**config.mk**
```make
export PLATFORM = sky130hd
export DESIGN_NAME = sysreg_wide_bank
export DESIGN_NICKNAME = d
export VERILOG_FILES = /design/src/rtl/sysreg_wide_pkg.sv /design/src/rtl/sysreg_wide_decode.sv /design/src/rtl/sysreg_wide_cell.sv /design/src/rtl/sysreg_wide_bank.sv
export SDC_FILE = /design/constraint.sdc
export NUM_CORES = 1
export LEC_CHECK = 0
export ABC_AREA = 1
export BUFFER_PORTS_ARGS = -buffer_cell sky130_fd_sc_hd__buf_2
export CORE_ASPECT_RATIO = 1.5
export CORE_MARGIN = 1
export CORE_UTILIZATION = 44
export DETAILED_ROUTE_END_ITERATION = 6
export PLACE_DENSITY = 0.71
export SETUP_SLACK_MARGIN = 0.02
export SLEW_MARGIN = 20
export SYNTH_ARGS = -nofsm -noshare
export SYNTH_HDL_FRONTEND = slang
export SYNTH_SLANG_ARGS = --single-unit
```
**constraint.sdc**
```tcl
create_clock -name clk -period 2.1 [get_ports clk]
set_input_delay 0.105 -clock clk [delete_from_list [all_inputs] [get_ports clk]]
set_output_delay 0.105 -clock clk [all_outputs]
set_load 0.05 [all_outputs]
```
**src/rtl/sysreg_wide_pkg.sv**
```systemverilog
package sysreg_wide_pkg;
  localparam int HALF_W = 32;
  localparam int FULL_W = 2 * HALF_W;
  localparam int CP_W   = 4;
  localparam int CRM_W  = 4;
  localparam int OPC_W  = 3;
  localparam int NREG   = 3;
  localparam int IDX_W  = $clog2(NREG);

  localparam logic [CP_W-1:0]  CP_SYS    = 4'd15;
  localparam logic [CRM_W-1:0] CRM_XRES  = 4'd7;
  localparam logic [CRM_W-1:0] CRM_TBASE = 4'd2;

  typedef enum logic [IDX_W-1:0] {
    REG_XRES = 2'd0,
    REG_TB0  = 2'd1,
    REG_TB1  = 2'd2
  } reg_id_e;

  // Mask for a narrow software write to the translation-result register.
  function automatic logic [HALF_W-1:0] xres_mask32(input logic f_newer, input logic f_wide);
    logic [HALF_W-1:0] m;
    m = '1;
    if (!f_wide) begin
      m[11] = 1'b0;
      if (f_newer) begin
        m[8] = 1'b0;
      end else begin
        m[9]  = 1'b0;
        m[10] = 1'b0;
      end
    end
    return m;
  endfunction
endpackage

```
**src/rtl/sysreg_wide_decode.sv**
```systemverilog
module sysreg_wide_decode
  import sysreg_wide_pkg::*;
(
  input  logic             valid,
  input  logic             wide,
  input  logic             priv,
  input  logic             feat_wide,
  input  logic [CP_W-1:0]  cp,
  input  logic [CRM_W-1:0] crm,
  input  logic [OPC_W-1:0] opc1,
  output reg_id_e          idx,
  output logic             accept,
  output logic             reject
);
  logic hit;

  always_comb begin
    hit = 1'b0;
    idx = REG_XRES;
    if (cp == CP_SYS) begin
      if (crm == CRM_XRES && opc1 == '0) begin
        hit = 1'b1;
        idx = REG_XRES;
      end else if (crm == CRM_TBASE && opc1 == '0) begin
        hit = 1'b1;
        idx = REG_TB0;
      end else if (crm == CRM_TBASE && opc1 == OPC_W'(1)) begin
        hit = 1'b1;
        idx = REG_TB1;
      end
    end
  end

  assign accept = valid && hit && priv && (!wide || feat_wide);
  assign reject = valid && !accept;
endmodule

```
**src/rtl/sysreg_wide_cell.sv**
```systemverilog
module sysreg_wide_cell #(
  parameter int W = 32
) (
  input  logic         clk,
  input  logic         rst_n,
  input  logic         lo_we,
  input  logic [W-1:0] lo_d,
  input  logic         hi_we,
  input  logic [W-1:0] hi_d,
  output logic [W-1:0] lo_q,
  output logic [W-1:0] hi_q
);
  always_ff @(posedge clk or negedge rst_n) begin
    if (!rst_n) begin
      lo_q <= '0;
      hi_q <= '0;
    end else begin
      if (lo_we) lo_q <= lo_d;
      if (hi_we) hi_q <= hi_d;
    end
  end
endmodule

```
**src/rtl/sysreg_wide_bank.sv**
```systemverilog
module sysreg_wide_bank
  import sysreg_wide_pkg::*;
(
  input  logic              clk,
  input  logic              rst_n,
  input  logic              feat_newer_mask,
  input  logic              feat_wide_addr,
  input  logic              req_valid,
  input  logic              req_write,
  input  logic              req_wide,
  input  logic              req_priv,
  input  logic [CP_W-1:0]   req_cp,
  input  logic [CRM_W-1:0]  req_crm,
  input  logic [OPC_W-1:0]  req_opc1,
  input  logic [FULL_W-1:0] wdata,
  input  logic              xlat_done,
  input  logic [HALF_W-1:0] xlat_result,
  output logic [FULL_W-1:0] rdata,
  output logic              rvalid,
  output logic              undef_err,
  output logic              tlb_flush
);
  reg_id_e idx;
  logic    acc_evt, rej_evt, wr_evt, rd_evt, flush_evt;

  logic [HALF_W-1:0] lo_q [NREG];
  logic [HALF_W-1:0] hi_q [NREG];
  logic [HALF_W-1:0] lo_d [NREG];
  logic [HALF_W-1:0] hi_d [NREG];
  logic              lo_we [NREG];
  logic              hi_we [NREG];
  logic [FULL_W-1:0] rd_mux;

  sysreg_wide_decode u_dec (
    .valid     (req_valid),
    .wide      (req_wide),
    .priv      (req_priv),
    .feat_wide (feat_wide_addr),
    .cp        (req_cp),
    .crm       (req_crm),
    .opc1      (req_opc1),
    .idx       (idx),
    .accept    (acc_evt),
    .reject    (rej_evt)
  );

  assign wr_evt    = acc_evt && req_write;
  assign rd_evt    = acc_evt && !req_write;
  assign flush_evt = wr_evt && req_wide && (idx == REG_TB0);

  for (genvar g = 0; g < NREG; g++) begin : g_reg
    localparam bit IS_XRES = (g == int'(REG_XRES));
    logic sel;
    logic xl;
    assign sel = wr_evt && (int'(idx) == g);
    assign xl  = IS_XRES && xlat_done;

    always_comb begin
      lo_we[g] = sel || xl;
      hi_we[g] = (sel && req_wide) || xl;
      hi_d[g]  = xl ? '0 : wdata[FULL_W-1:HALF_W];
      if (xl)
        lo_d[g] = xlat_result;
      else if (!req_wide && IS_XRES)
        lo_d[g] = wdata[HALF_W-1:0] & xres_mask32(feat_newer_mask, feat_wide_addr);
      else
        lo_d[g] = wdata[HALF_W-1:0];
    end

    sysreg_wide_cell #(.W(HALF_W)) u_cell (
      .clk   (clk),
      .rst_n (rst_n),
      .lo_we (lo_we[g]),
      .lo_d  (lo_d[g]),
      .hi_we (hi_we[g]),
      .hi_d  (hi_d[g]),
      .lo_q  (lo_q[g]),
      .hi_q  (hi_q[g])
    );
  end

  always_comb begin
    rd_mux = '0;
    for (int i = 0; i < NREG; i++) begin
      if (int'(idx) == i)
        rd_mux = {(req_wide ? hi_q[i] : {HALF_W{1'b0}}), lo_q[i]};
    end
  end

  always_ff @(posedge clk or negedge rst_n) begin
    if (!rst_n) begin
      rdata     <= '0;
      rvalid    <= 1'b0;
      undef_err <= 1'b0;
      tlb_flush <= 1'b0;
    end else begin
      rdata     <= rd_evt ? rd_mux : '0;
      rvalid    <= rd_evt;
      undef_err <= rej_evt;
      tlb_flush <= flush_evt;
    end
  end

  // a translation result always leaves the high half cleared
  a_r5_xlat_clears_hi: assert property (@(posedge clk) disable iff (!rst_n)
    xlat_done |=> (hi_q[0] == '0));

  // the flush pulse traces back to a wide base-0 write
  a_r6_flush_source: assert property (@(posedge clk) disable iff (!rst_n)
    tlb_flush |-> $past(flush_evt));

  // a refused request disturbs no register
  a_r8_reject_no_change: assert property (@(posedge clk) disable iff (!rst_n)
    (rej_evt && !xlat_done) |=> ($stable(lo_q[0]) && $stable(hi_q[0]) &&
      $stable(lo_q[1]) && $stable(hi_q[1]) && $stable(lo_q[2]) && $stable(hi_q[2])));

  // wide requests are refused while the wide feature is off
  a_r9_wide_needs_feature: assert property (@(posedge clk) disable iff (!rst_n)
    (req_valid && req_wide && !feat_wide_addr) |-> rej_evt);

  // responses are mutually exclusive and follow their request
  a_r10_resp_exclusive: assert property (@(posedge clk) disable iff (!rst_n)
    $onehot0({rvalid, undef_err}));
  a_r10_rvalid_source: assert property (@(posedge clk) disable iff (!rst_n)
    rvalid |-> $past(rd_evt));
endmodule

```
======== Yosys cells after proc, flatten, opt, wreduce, memory -nomap -nowiden ========
Index checks and enable logic that the tools add are counted.
storage, ports and cells
  output and inout port bits .............. 67
  logic and storage cells ................. 66
  bits in registers ....................... 259
  input port bits ......................... 116
operators by class
  reductions and logical operators ........ 25
  mux-type cells .......................... 23
  equal/unequal tests ..................... 7
  bitwise logic cells ..................... 1
operators by type and width
  cell                                                                   count
  64-bit two-way mux                                                     4
  32-bit two-way mux                                                     6
  32-bit bitwise AND                                                     1
  1-bit logical AND                                                      17
  4-bit two-way mux                                                      3
  2-bit two-way mux                                                      5
  1-bit two-way mux                                                      5
  2-bit equality test, second input constant                             2
  4-bit by 2-bit equality test with 1-bit output, second input constant  1
  4-bit by 3-bit equality test with 1-bit output, second input constant  1
  4-bit equality test, second input constant                             1
  3-bit by 1-bit equality test with 1-bit output, second input constant  1
  1-bit zero test                                                        3
  3-bit zero test                                                        1
  1-bit logical OR                                                       3
  2-bit by 1-bit equality test with 1-bit output, second input constant  1
  2-bit zero test                                                        1

======== Depth between registers and ports, before layout ========
  depth after elaboration ................. 13
  mapped depth ............................ 12
  depth with buffers taken out ............ 10

======== Cells and area by module ========
A second synthesis with hierarchy kept.
unflattened totals
  cells, all modules ...................... 1499
  area total of the unflattened synthesis .. 12041.5 sq um
modules (own cells, without submodules)
  module              area each (sq um)  times used  sequential area each (sq um)  cells each
  sysreg_wide_cell    2558.7             3           1601.5                        272
  sysreg_wide_bank    4232.8             1           1676.6                        655
  sysreg_wide_decode  132.6              1           0.0                           28

======== Worst setup path after synthesis ========
Ideal clock, no wire load.
  path kind ............................... input port to flip-flop
  from .................................... in req_cp[2]
  to ...................................... reg g_reg[1].u_cell.hi_q[24]
  stages on the path ...................... 11
  setup time .............................. 130 ps
  path slack .............................. 768 ps
  arrival time ............................ 1201 ps
  cells stage by stage .................... nand2_1 > nor2_8 > inv_2 > nor2_4 > nand3_4 > nor2_4 > nand2_1 > buf_6 > buf_6 > nand2_1 > o21ai_1
between the ends
  cells in the longest elaborated chain, start to end .. 8
  elaborated cells between the ends (all ways) .. 10
  classes of those cells .................. 2 x eq/ne; 2 x mux; 6 x reduce/logical
ends and longest elaborated chain
  what                            line                      RTL
  from (decl)                     sysreg_wide_bank.sv:12    input logic [CP_W-1:0] req_cp,
  4-bit equality test (*)         sysreg_wide_decode.sv:20  if (cp == CP_SYS) begin
  1-bit two-way mux               sysreg_wide_decode.sv:20
  1-bit logical AND (3 in a row)  sysreg_wide_decode.sv:34  assign accept = valid && hit && priv && (!wide || feat_wide);
  1-bit logical AND               sysreg_wide_bank.sv:47    assign wr_evt = acc_evt && req_write;
  1-bit logical AND (*)           sysreg_wide_bank.sv:55    assign sel = wr_evt && (int'(idx) == g);
  1-bit logical AND (*)           sysreg_wide_bank.sv:60    hi_we[g] = (sel && req_wide) || xl;
  to (signal assigned)            sysreg_wide_cell.sv:19    if (hi_we) hi_q <= hi_d;
  to (decl)                       sysreg_wide_cell.sv:11    output logic [W-1:0] hi_q
Mark *: on every way between the ends. The rest lies on a longest branch, timed or not.
A chain may end at the register's enable or synchronous reset.

======== Worst setup path in the final report ========
  from .................................... in req_valid
  to ...................................... reg rdata[1]
between the ends
  cells in the longest elaborated chain, start to end .. 5
ends and longest elaborated chain
  what                            line                      RTL
  from (decl)                     sysreg_wide_bank.sv:8     input logic req_valid,
  1-bit logical AND (3 in a row)  sysreg_wide_decode.sv:34
  1-bit logical AND               sysreg_wide_bank.sv:48    assign rd_evt = acc_evt && !req_write;
  64-bit two-way mux              sysreg_wide_bank.sv:97    rdata <= rd_evt ? rd_mux : '0;
  to (signal assigned)            sysreg_wide_bank.sv:97
  to (decl)                       sysreg_wide_bank.sv:18    output logic [FULL_W-1:0] rdata,
Every way passes these cells.

==> key figures <==
Outcome
  – Status: finished, final reports clean

Timing
  – Worst Tran Pin Value: slightly below 0.7 ns
  – Crit path time final: 1.628 ns
  – Max Clk Rate: between 0.6 and 0.7 GHz
  – Max-slew headroom: a little under three fifths
  – RSZ-0062 raised after global routing: no
  – Final setup violation count: 0
  – Final period util: slightly below 80%
  – Max Slew Vio Count: 0
  – Hold violation count in the final report: 0
  – Setup TNS: 0 ns
  – Setup Skew: around 0.010 ns
  – Final WS setup: approximately 0.47 ns

Routing
  – DR DRC count: 0
  – Total wire length: 29820 um
  – DR pass1 iterations: 7
  – Met2 Routed Length: approximately 15000 um
  – Top Layer Used: met4
  – Antenna-violating nets left: 0
  – Met3 routed WL: roughly 1300 um
  – Detailed-route via count: between 9000 and 10000
  – Initial drt markers: 614
  – M1 WL: 12150 um
  – Routed len/inst: about 15 um
  – Via density per instance: 5.023

Worst hold path
  – Hold path depth: 4
  – Worst Hold Endpoint: rdata[63]
  – HP Class: primary input to register
  – HP Start: req_write

Final layout
  – Area Overhead vs Synth: 26.95%
  – Share of cells above drive strength 1: a little under a fifth
  – Core Util, Final: a little under three fifths
  – Fin area: 14730 um^2
  – Antenna cell count: 0
  – Final nets: 1745

Worst setup path
  – FF-to-FF setup slack: 1.10 ns
  – CP peak stage delay: roughly 0.53 ns
  – Crit path max fanout: 32
  – R2r endpoint: rdata[40]
  – Worst reg2reg path depth: 3
  – RR Startpoint: g_reg[1].u_cell.hi_q[8]
  – Critical Path Source: req_valid
  – Critical Path AT: roughly 2.1 ns
  – Critical Path, Cell by Cell: dlygate4sd3_1, buf_2, nand2_1, inv_1, nand2_1, nor2_4, nand2_2, nor2_4, inv_2, a31oi_1
  – CP endpoint kind: register
  – CP max-delay cell: dlygate4sd3_1
  – Setup CP Type: primary input to register
  – WP data required: around 2.5 ns
  – CP Launch Type: primary input

Clocking
  – # clock sinks: around 260
  – Num CTS Buffers: 26
  – Root buffer cell: clkbuf_16
  – Clk_lat worst skew: 0.52 ns
  – Clock slew at reported path FFs: about 0.060 ns
  – CTS HTree Levels: 1
  – Setup Buffers After CTS: 0
  – Clk buf depth: 3
  – CTS tree: done

Placed design
  – Gpl congestion: roughly 0.77
  – Placement Setup Slack: 0.3116 ns
  – Post-DP HPWL: 17890 um
  – IO Port Bufs: 182
  – Area post-placement: around 13000 um^2

Yosys
  – Top cells by area, synth: dfrtp_1, nand2_1, o21ai_0, o21ai_1, inv_1
  – Syn nets: between 1000 and 1500
  – Share of the synthesized area in the top cell type: 55.86%
  – Mapped Avg Cell Area: around 8.4 um^2
  – Synth Register Bits: around 260
  – Syn Std Cell Area: 11600 um^2
  – Synth unique cells: 28
  – Synth Instances: around 1400
  – Top cell type by total area after synthesis: dfrtp_1
  – Sequential area share after synthesis: roughly 56%
  – Ys Warns: 0

Power and ir drop
  – P per Cell Area: ~710 nW/um^2
  – Leak Pwr: 0.007176 uW
  – VDD IR max: about 530 uV
  – Total power: 10450 uW

Floorplanning
  – Floorplan row count: around 70
  – Chip Height: around 200 um
  – Die area: about 27000 um^2
  – Core ar.: 25850 um^2
  – IO Pins: around 180
  – Die Wd: about 130 um
  – Initial Utilization: 44.88%

Global routing
  – First-pass GRT wire length: a little under 50000 um
  – Vias in the first global route: about 10000
  – Total grt overflow: 0
  – Initial antenna violation count: 0
  – Tot GR Track Use: between 20% and 30%
  – Largest net degree at the start of global routing: 113

Flow run
  – Max-cap viol count: 0
[cell families after synthesis]
kind of cell,Yosys count,share of synthesized area (%)
AND/OR/NAND/NOR,675,24.13
AO/OA/AOI/OAI,268,12.98
flip-flops,259,55.86
buffers and inverters,179,7.020
[worst max-delay path by stage]
stage | to | slack, ns
finish | rdata[1] | 0.47
global route | rdata[13] | 0.31
CTS | rdata[1] | 0.47
detailed placement | rdata[27] | 0.31
global placement | rdata[30] | 0.38
floorplan | g_reg[1].u_cell.hi_q[24] | 0.77
[cell usage after synthesis, drive strengths merged]
master  number
or2          7
dfrtp      259
nor2        33
clkinv       1
o21ai      186
a31oi       38
nor3         5
nand4       33
nand2      590
inv         87
buf         46
o21bai       1
a211oi       1
a21oi       42
clkbuf      45
nand3        7
[worst max-delay path, delay by kind of cell]
family,cells,cell delay (ns)
buffers and inverters,4,1.03
AND/OR/NAND/NOR,5,0.63
AO/OA/AOI/OAI,1,0.27
[flip-flops by register name, summed over array words and instances (netlist names)]
signal	cells
rdata	64
g.u_cell.hi_q	96
undef_err	1
g.u_cell.lo_q	96
tlb_flush	1
rvalid	1
[report_power, final]
group | leakage, uW | internal [uW] | switching [uW]
logic | 0.00319 | 317 | 431
registers | 0.00357 | 5060 | 35.1
clock network | 0.000416 | 2730 | 1880
total | 0.00718 | 8100 | 2340
[through the flow]
stage | hold WS [ns] | cells
floorplan | -0.1906 | 1381
global placement | 0.02373 | 1833
detailed placement | 0.02614 | 1833
CTS | 0.02311 | 1979
global route | 0.05397 | 1979
finish | 0.04484 | 1979
[layout by cell type (no fill, tap or decap), types with 2 or more instances in the layout]
master and n:
a21oi_1 42, a31oi_1 38, buf_12 15, buf_2 180, buf_4 14, bufinv_16 2
clkbuf_1 5, clkbuf_16 27, clkbuf_8 4, clkinv_2 5, clkinvlp_4 2, dfrtp_1 259
dlygate4sd3_1 101, inv_1 80, inv_2 7, nand2_1 584, nand2_2 5, nand3_1 3
nand3_4 4, nand4_1 32, nor2_1 25, nor2_4 7, nor3_1 4, o21ai_0 98
o21ai_1 61, o21ai_2 27, or2_2 7
[final cells by class]
class	count	area [um^2]
fill	2276	11130
sequential	259	6481
multi-input combinational	943	4314
timing repair buffer	311	2332
clock buffer	36	749.5
tap	333	416.7
inverter	88	331.6
clock inverter	9	103.9
[timing repair]
action | 4_1_cts | 5_1_grt
gates resized for setup | 0 | 0
hold buffers | 101 | 0
endpoints found under the setup margin | 0 | 0
hold endpoints to repair | 452 | 0
[routing by layer]
layer | global-route usage, % | vias up
met5 | 0 | -
met4 | 10.03 | 0
met3 | 2.652 | 65
met2 | 40.21 | 292
met1 | 27.47 | 4697
li1 | - | 4886
Note: power is estimated with default switching activity, not from simulation.
